### config.mk
export PLATFORM = sky130hd
export DESIGN_NAME = ccp_unit
export DESIGN_NICKNAME = d
export VERILOG_FILES = /design/src/rtl/ccp_pkg.sv /design/src/rtl/ccp_edge_sync.sv /design/src/rtl/ccp_compare.sv /design/src/rtl/ccp_pwm.sv /design/src/rtl/ccp_unit.sv
export SDC_FILE = /design/constraint.sdc
export NUM_CORES = 1
export LEC_CHECK = 0
export BUFFER_PORTS_ARGS = -buffer_cell sky130_fd_sc_hd__buf_2
export CAP_MARGIN = 20
export CORE_ASPECT_RATIO = 0.5
export CORE_MARGIN = 1.5
export CORE_UTILIZATION = 45
export DETAILED_ROUTE_END_ITERATION = 16
export PLACE_DENSITY_LB_ADDON = 0.15
export SLEW_MARGIN = 15
export SYNTH_ARGS = -nofsm -noshare
export SYNTH_HDL_FRONTEND = slang
export SYNTH_SLANG_ARGS = --single-unit
### constraint.sdc
create_clock -name clk_i -period 5.1 [get_ports clk_i]
set_clock_uncertainty 0.15 [all_clocks]
set_input_delay 0.765 -clock clk_i [delete_from_list [all_inputs] [get_ports clk_i]]
set_output_delay 0.765 -clock clk_i [all_outputs]
set_load 0.02 [all_outputs]
### src/rtl/ccp_pkg.sv
package ccp_pkg;

  typedef enum logic [2:0] {
    MODE_OFF      = 3'd0,
    MODE_CAP_RISE = 3'd1,
    MODE_CAP_FALL = 3'd2,
    MODE_CMP_SET  = 3'd3,
    MODE_CMP_CLR  = 3'd4,
    MODE_CMP_FLAG = 3'd5,
    MODE_CMP_SEV  = 3'd6,
    MODE_PWM      = 3'd7
  } ccp_mode_e;

  localparam logic [1:0] ADDR_LO   = 2'd0;
  localparam logic [1:0] ADDR_HI   = 2'd1;
  localparam logic [1:0] ADDR_CTRL = 2'd2;

  function automatic logic is_cmp(ccp_mode_e m);
    return (m == MODE_CMP_SET) || (m == MODE_CMP_CLR) ||
           (m == MODE_CMP_FLAG) || (m == MODE_CMP_SEV);
  endfunction

endpackage

### src/rtl/ccp_edge_sync.sv
module ccp_edge_sync #(
  parameter int STAGES = 2
) (
  input  logic clk_i,
  input  logic rst_ni,
  input  logic d_i,
  output logic rise_o,
  output logic fall_o
);

  logic [STAGES-1:0] sync_q;
  logic              hist_q;

  generate
    if (STAGES == 1) begin : g_one
      always_ff @(posedge clk_i or negedge rst_ni) begin
        if (!rst_ni) sync_q <= '0;
        else         sync_q <= d_i;
      end
    end else begin : g_chain
      always_ff @(posedge clk_i or negedge rst_ni) begin
        if (!rst_ni) sync_q <= '0;
        else         sync_q <= {sync_q[STAGES-2:0], d_i};
      end
    end
  endgenerate

  always_ff @(posedge clk_i or negedge rst_ni) begin
    if (!rst_ni) hist_q <= 1'b0;
    else         hist_q <= sync_q[STAGES-1];
  end

  assign rise_o = sync_q[STAGES-1] & ~hist_q;
  assign fall_o = ~sync_q[STAGES-1] & hist_q;

endmodule

### src/rtl/ccp_compare.sv
module ccp_compare #(
  parameter int W = 16
) (
  input  logic         clk_i,
  input  logic         rst_ni,
  input  logic         en_i,
  input  logic [W-1:0] tmr_i,
  input  logic [W-1:0] ref_i,
  output logic         hit_o
);

  logic match, match_q;

  assign match = en_i && (tmr_i == ref_i);

  // hold-off: one hit per run of equal cycles; cleared when disabled
  always_ff @(posedge clk_i or negedge rst_ni) begin
    if (!rst_ni) match_q <= 1'b0;
    else         match_q <= match;
  end

  assign hit_o = match & ~match_q;

endmodule

### src/rtl/ccp_pwm.sv
module ccp_pwm #(
  parameter int W = 8
) (
  input  logic         clk_i,
  input  logic         rst_ni,
  input  logic         en_i,
  input  logic [W-1:0] tmr_i,
  input  logic         wrap_i,
  input  logic [W-1:0] duty_next_i,
  input  logic [W-1:0] duty_cur_i,
  output logic         pin_o,
  output logic         load_o
);

  logic       pin_q;
  logic [W:0] tmr_nx;
  logic       end_hit;

  // compare against next timer value so the pin falls as timer reaches duty
  assign tmr_nx  = {1'b0, tmr_i} + {{W{1'b0}}, 1'b1};
  assign end_hit = (tmr_nx == {1'b0, duty_cur_i});
  assign load_o  = en_i && wrap_i;

  always_ff @(posedge clk_i or negedge rst_ni) begin
    if (!rst_ni)      pin_q <= 1'b0;
    else if (!en_i)   pin_q <= 1'b0;
    else if (wrap_i)  pin_q <= (duty_next_i != '0);
    else if (end_hit) pin_q <= 1'b0;
  end

  assign pin_o = pin_q;

  a_r8_wrap_sets_pin: assert property (@(posedge clk_i) disable iff (!rst_ni)
    (en_i && wrap_i && duty_next_i != '0) |=> pin_o);

  a_r10_zero_duty_low: assert property (@(posedge clk_i) disable iff (!rst_ni)
    (en_i && duty_cur_i == '0) |-> !pin_o);

endmodule

### src/rtl/ccp_unit.sv
module ccp_unit
  import ccp_pkg::*;
#(
  parameter int BYTE_W      = 8,
  parameter int SYNC_STAGES = 2,
  parameter bit SEV_START   = 1'b1,
  localparam int DATA_W     = 2 * BYTE_W
) (
  input  logic              clk_i,
  input  logic              rst_ni,
  input  logic              we_i,
  input  logic [1:0]        addr_i,
  input  logic [BYTE_W-1:0] wdata_i,
  output logic [BYTE_W-1:0] rdata_o,
  input  logic [DATA_W-1:0] tmr_a_i,
  input  logic [BYTE_W-1:0] tmr_b_i,
  input  logic              tmr_b_wrap_i,
  input  logic              cap_i,
  output logic              pin_o,
  output logic              irq_o,
  output logic              tmr_a_clr_o,
  output logic              trig_o
);

  ccp_mode_e         mode_q, mode_wr;
  logic [BYTE_W-1:0] lo_q, hi_q;
  logic              cmp_pin_q, irq_q;
  logic              cap_rise, cap_fall, capture;
  logic              cmp_en, cmp_hit, sev_hit;
  logic              pwm_en, pwm_pin, pwm_load;
  logic              wr_lo, wr_hi, wr_ctrl;

  assign wr_lo   = we_i && (addr_i == ADDR_LO);
  assign wr_hi   = we_i && (addr_i == ADDR_HI);
  assign wr_ctrl = we_i && (addr_i == ADDR_CTRL);
  assign mode_wr = ccp_mode_e'(wdata_i[2:0]);

  ccp_edge_sync #(.STAGES(SYNC_STAGES)) u_sync (
    .clk_i (clk_i),
    .rst_ni(rst_ni),
    .d_i   (cap_i),
    .rise_o(cap_rise),
    .fall_o(cap_fall)
  );

  assign capture = ((mode_q == MODE_CAP_RISE) && cap_rise) ||
                   ((mode_q == MODE_CAP_FALL) && cap_fall);

  assign cmp_en = is_cmp(mode_q);

  ccp_compare #(.W(DATA_W)) u_cmp (
    .clk_i (clk_i),
    .rst_ni(rst_ni),
    .en_i  (cmp_en),
    .tmr_i (tmr_a_i),
    .ref_i ({hi_q, lo_q}),
    .hit_o (cmp_hit)
  );

  assign pwm_en = (mode_q == MODE_PWM);

  ccp_pwm #(.W(BYTE_W)) u_pwm (
    .clk_i      (clk_i),
    .rst_ni     (rst_ni),
    .en_i       (pwm_en),
    .tmr_i      (tmr_b_i),
    .wrap_i     (tmr_b_wrap_i),
    .duty_next_i(lo_q),
    .duty_cur_i (hi_q),
    .pin_o      (pwm_pin),
    .load_o     (pwm_load)
  );

  // data register: capture beats software, period load owns high byte in PWM
  always_ff @(posedge clk_i or negedge rst_ni) begin
    if (!rst_ni) begin
      lo_q <= '0;
      hi_q <= '0;
    end else begin
      if (capture)    lo_q <= tmr_a_i[BYTE_W-1:0];
      else if (wr_lo) lo_q <= wdata_i;

      if (capture)                hi_q <= tmr_a_i[DATA_W-1:BYTE_W];
      else if (pwm_load)          hi_q <= lo_q;
      else if (wr_hi && !pwm_en)  hi_q <= wdata_i;
    end
  end

  always_ff @(posedge clk_i or negedge rst_ni) begin
    if (!rst_ni)      mode_q <= MODE_OFF;
    else if (wr_ctrl) mode_q <= mode_wr;
  end

  always_ff @(posedge clk_i or negedge rst_ni) begin
    if (!rst_ni) begin
      cmp_pin_q <= 1'b0;
    end else if (wr_ctrl) begin
      case (mode_wr)
        MODE_CMP_CLR:                cmp_pin_q <= 1'b1;
        MODE_CMP_FLAG, MODE_CMP_SEV: cmp_pin_q <= cmp_pin_q;
        default:                     cmp_pin_q <= 1'b0;
      endcase
    end else if (!cmp_en) begin
      cmp_pin_q <= 1'b0;
    end else if (cmp_hit) begin
      if (mode_q == MODE_CMP_SET)      cmp_pin_q <= 1'b1;
      else if (mode_q == MODE_CMP_CLR) cmp_pin_q <= 1'b0;
    end
  end

  always_ff @(posedge clk_i or negedge rst_ni) begin
    if (!rst_ni) irq_q <= 1'b0;
    else         irq_q <= capture || cmp_hit;
  end

  assign sev_hit     = cmp_hit && (mode_q == MODE_CMP_SEV);
  assign tmr_a_clr_o = sev_hit;

  generate
    if (SEV_START) begin : g_trig
      assign trig_o = sev_hit;
    end else begin : g_no_trig
      assign trig_o = 1'b0;
    end
  endgenerate

  assign pin_o = pwm_en ? pwm_pin : cmp_pin_q;
  assign irq_o = irq_q;

  always_comb begin
    case (addr_i)
      ADDR_LO:   rdata_o = lo_q;
      ADDR_HI:   rdata_o = hi_q;
      ADDR_CTRL: rdata_o = {{(BYTE_W-3){1'b0}}, mode_q};
      default:   rdata_o = '0;
    endcase
  end

  a_r2_off_pin_low: assert property (@(posedge clk_i) disable iff (!rst_ni)
    (mode_q == MODE_OFF) |-> !pin_o);

  a_r3_capture_loads: assert property (@(posedge clk_i) disable iff (!rst_ni)
    capture |=> (irq_o && ({hi_q, lo_q} == $past(tmr_a_i))));

  a_r5_set_on_match: assert property (@(posedge clk_i) disable iff (!rst_ni)
    (mode_q == MODE_CMP_SET && cmp_hit && !wr_ctrl) |=> pin_o);

  a_r6_clr_single: assert property (@(posedge clk_i) disable iff (!rst_ni)
    tmr_a_clr_o |=> !tmr_a_clr_o);

  a_r7_trig_with_clr: assert property (@(posedge clk_i) disable iff (!rst_ni)
    trig_o |-> tmr_a_clr_o);

  a_r9_hi_held_pwm: assert property (@(posedge clk_i) disable iff (!rst_ni)
    (pwm_en && !tmr_b_wrap_i) |=> (hi_q == $past(hi_q)));

endmodule

==> impl_metrics.csv <==
group,metric,value,unit
timing,finalSetupTns,0,ns
hold_path,hp-class,"reg2reg",
power_and_ir_drop,p_leak,1.057,nW
timing,fin_ws,1.996,ns
hold_path,worstHoldStart,"u_sync.sync_q[0]",
synth,syn_inst,212,
timing,fin_crit_sh,60.86,%
power_and_ir_drop,clock_power_share,16.2,%
setup_path,startpoint,"tmr_a_i[9]",
placement,post-dp-hpwl,3568,um
clock_tree,clk_pin_slew_worst_paths,0.09,ns
setup_path,path_max_fanout,3,
power_and_ir_drop,seq_power_share,44.1,%
floorplan,dieArea,4736,sq um
timing,max_freq,0.3222,GHz
drt,drt_wl_total,4623,um
power_and_ir_drop,switching_share,39.00,%
final_layout,drive_gt1_share,28.13,%
clock_tree,post_cts_buffers,0,
synth,synth_flop_cell,"dfrtp_1",
global_route,grt_pass1_vias,1588,
setup_path,end_kind,"output port",
global_route,grt_max_degree,35,
synth,ys_ff_latch,26,
drt,wire_per_inst,14.91,um
drt,first_pass_iters,4,
synth,synth_cell_types,46,
timing,maxSlewHeadroom,49.63,%
setup_path,required,4.18,ns
final_layout,finalNetCount,297,
drt,antenna_left,0,
floorplan,start_util,48.20,%
placement,place_congestion,0.8668,
floorplan,rows,16,
status,outcome,"finished, final reports clean",
floorplan,die_x,95.84,um
power_and_ir_drop,powerDensity,371.0,nW/um^2
clock_tree,cts_max_level,1,
synth,ys_seq_area_share,33.55,%
global_route,grt_util_all_layers,21.13,%
global_route,grt_pass1_wl,7645,um
setup_path,cp-start-kind,"input port",
timing,grt_setup_unrepaired,"false",
timing,hold_viol_final,0,
floorplan,core,4024,sq um
clock_tree,cts_made_buffers,3,
floorplan,io_pins,51,
drt,drtIter0Drc,67,
timing,final_max_slew_viol_count,0,
synth,synth_warnings,0,
timing,finalCriticalPeriod,3.104,ns
synth,async_reset_ff_share,100.0,%
synth,syn_area,1939,sq um
placement,preCtsSetupSlack,1.986,ns
clock_tree,cts_sinks,26,
final_layout,diodes,0,
global_route,antenna_found_initial,0,
power_and_ir_drop,intPower,511.6,uW
clock_tree,post_cts_resized,0,
job,maxCapViolCount,0,
power_and_ir_drop,switching_power,327.2,uW
placement,port_buffers,50,
clock_tree,clk_latency,0.27,ns
final_layout,fin_util,56.19,%
clock_tree,clockRootBuffer,"clkbuf_8",
power_and_ir_drop,ir_worst_vdd,0.1935,mV
power_and_ir_drop,p_comb_share,39.7,%
setup_path,worstSetupPathType,"in2out",
synth,synthesis.nets,252,
final_layout,syn2layout_area_growth,16.58,%
clock_tree,cts_buffer_depth,2,
timing,tightestPinTransition,0.7533,ns
drt,drt-vias-per-instance,5.416,
global_route,grt_overflow_total,0,
drt,route.detailed.drc,0,
synth,avgSynthCellArea,9.148,sq um
power_and_ir_drop,p_total,838.8,uW
synth,synth-edff-count,0,
floorplan,die_h,49.42,um
drt,vias,1679,
clock_tree,cts_tree,"built",
setup_path,cp.arrival,2.19,ns
setup_path,crit-reg2reg-launch,"mode_q[1]",
timing,setup_viol,0,
clock_tree,cts_hold_buf,0,
-- stage by stage --
| step | hold WS [ns] | cell area (sq um) | instances |
|---|---|---|---|
| after floorplan | 0.1812 | 1939 | 212 |
| after global routing | 0.2252 | 2261 | 310 |
| after global placement | 0.1915 | 2206 | 306 |
| after detailed placement | 0.1889 | 2206 | 306 |
| final | 0.2062 | 2261 | 310 |
| after CTS | 0.2105 | 2261 | 310 |
-- layout by cell type, fill, tap and decap left out, drive strengths merged, types with 5 or more instances in the layout --
master	count
a21oi	24
buf	51
dfrtp	26
mux2	11
mux2i	24
nand2	14
nand4	5
nor2	28
o21ai	7
xnor2	19
xor2	5
-- worst paths after layout --
kind	end	slack [ns]	cells after the start
worst max-delay path	trig_o	2.00	7
worst min-delay path	u_sync.sync_q[1]	0.21	0
worst max register to register	hi_q[5]	2.65	4
worst min register to register	u_sync.sync_q[1]	0.21	0
max in group asynchronous	mode_q[1]	4.06	1
min in group asynchronous	lo_q[3]	0.34	1
-- cells by family (layout without fill, tap and decap cells) --
group | Yosys count | count (layout) | share of synthesized area [%]
muxes | 35 | 35 | 18.77
AOI/OAI and AO/OA | 39 | 39 | 11.94
xor gates and xnor gates | 24 | 24 | 11.23
and+or+nand+nor | 74 | 74 | 20.45
DFF | 26 | 26 | 33.55
buffers and inverters | 13 | 57 | 3.419
adders and majority gates | 1 | 1 | 0.6451
-- registers in the layout, indices dropped and copies added (netlist names) --
| signal | count |
|---|---|
| cmp_pin_q | 1 |
| hi_q | 8 |
| irq_o | 1 |
| lo_q | 8 |
| mode_q | 3 |
| u_cmp.match_q | 1 |
| u_pwm.pin_o | 1 |
| u_sync.hist_q | 1 |
| u_sync.sync_q | 2 |
-- synth_stat cells, types with 2 or more instances --
master   count  area (sq um)
buf_4        2         15.01
nor4_1       3         18.77
nand2_1     13         48.80
nand3_1      2         10.01
nor3b_1      2         15.01
mux2_1       3         33.78
nor3_1       4         20.02
a21oi_1     24         120.1
nor2b_1      2         12.51
xor2_1       5         43.79
buf_2        7         35.03
inv_1        2         7.510
xnor2_1     18         157.7
mux2_2       8         90.09
nand4_1      5         31.28
o21ai_0      7         35.03
mux2i_1     24         240.2
nor2_1      28         105.1
dfrtp_1     26         650.6
-- area by class of cell --
| cell class | count | area [sq um] |
|---|---|---|
| Clock buffer | 4 | 55.05 |
| Fill cell | 368 | 1763 |
| Inverter | 2 | 7.507 |
| Multi-Input combinational cell | 173 | 1222 |
| Sequential cell | 26 | 650.6 |
| Tap cell | 54 | 67.56 |
| Timing Repair Buffer | 51 | 257.7 |
-- power by group through the flow --
stage	sequential, mW	clock [mW]	combinational, mW
finish	0.370	0.136	0.333
global route	0.384	0.150	0.367
CTS	0.370	0.142	0.335
detailed placement	0.375	0	0.334
global placement	0.373	0	0.326
floorplan	0.339	0	0.267
-- critical path, cell delays in order --
cell,delay [ns]
buf_2,0.11
xnor2_1,0.17
nand4_1,0.12
nor3_1,0.36
nand2_1,0.15
nor4_1,0.29
buf_2,0.22
-- metal layers --
layer	vias up	routed length, um	track usage (%)
met5	-	0	0
met4	0	11	2.451
met3	2	350	5.452
met2	48	2047	32.75
met1	787	2213	30.30
li1	842	-	-
No activity file was read; power rests on OpenSTA's default activity.
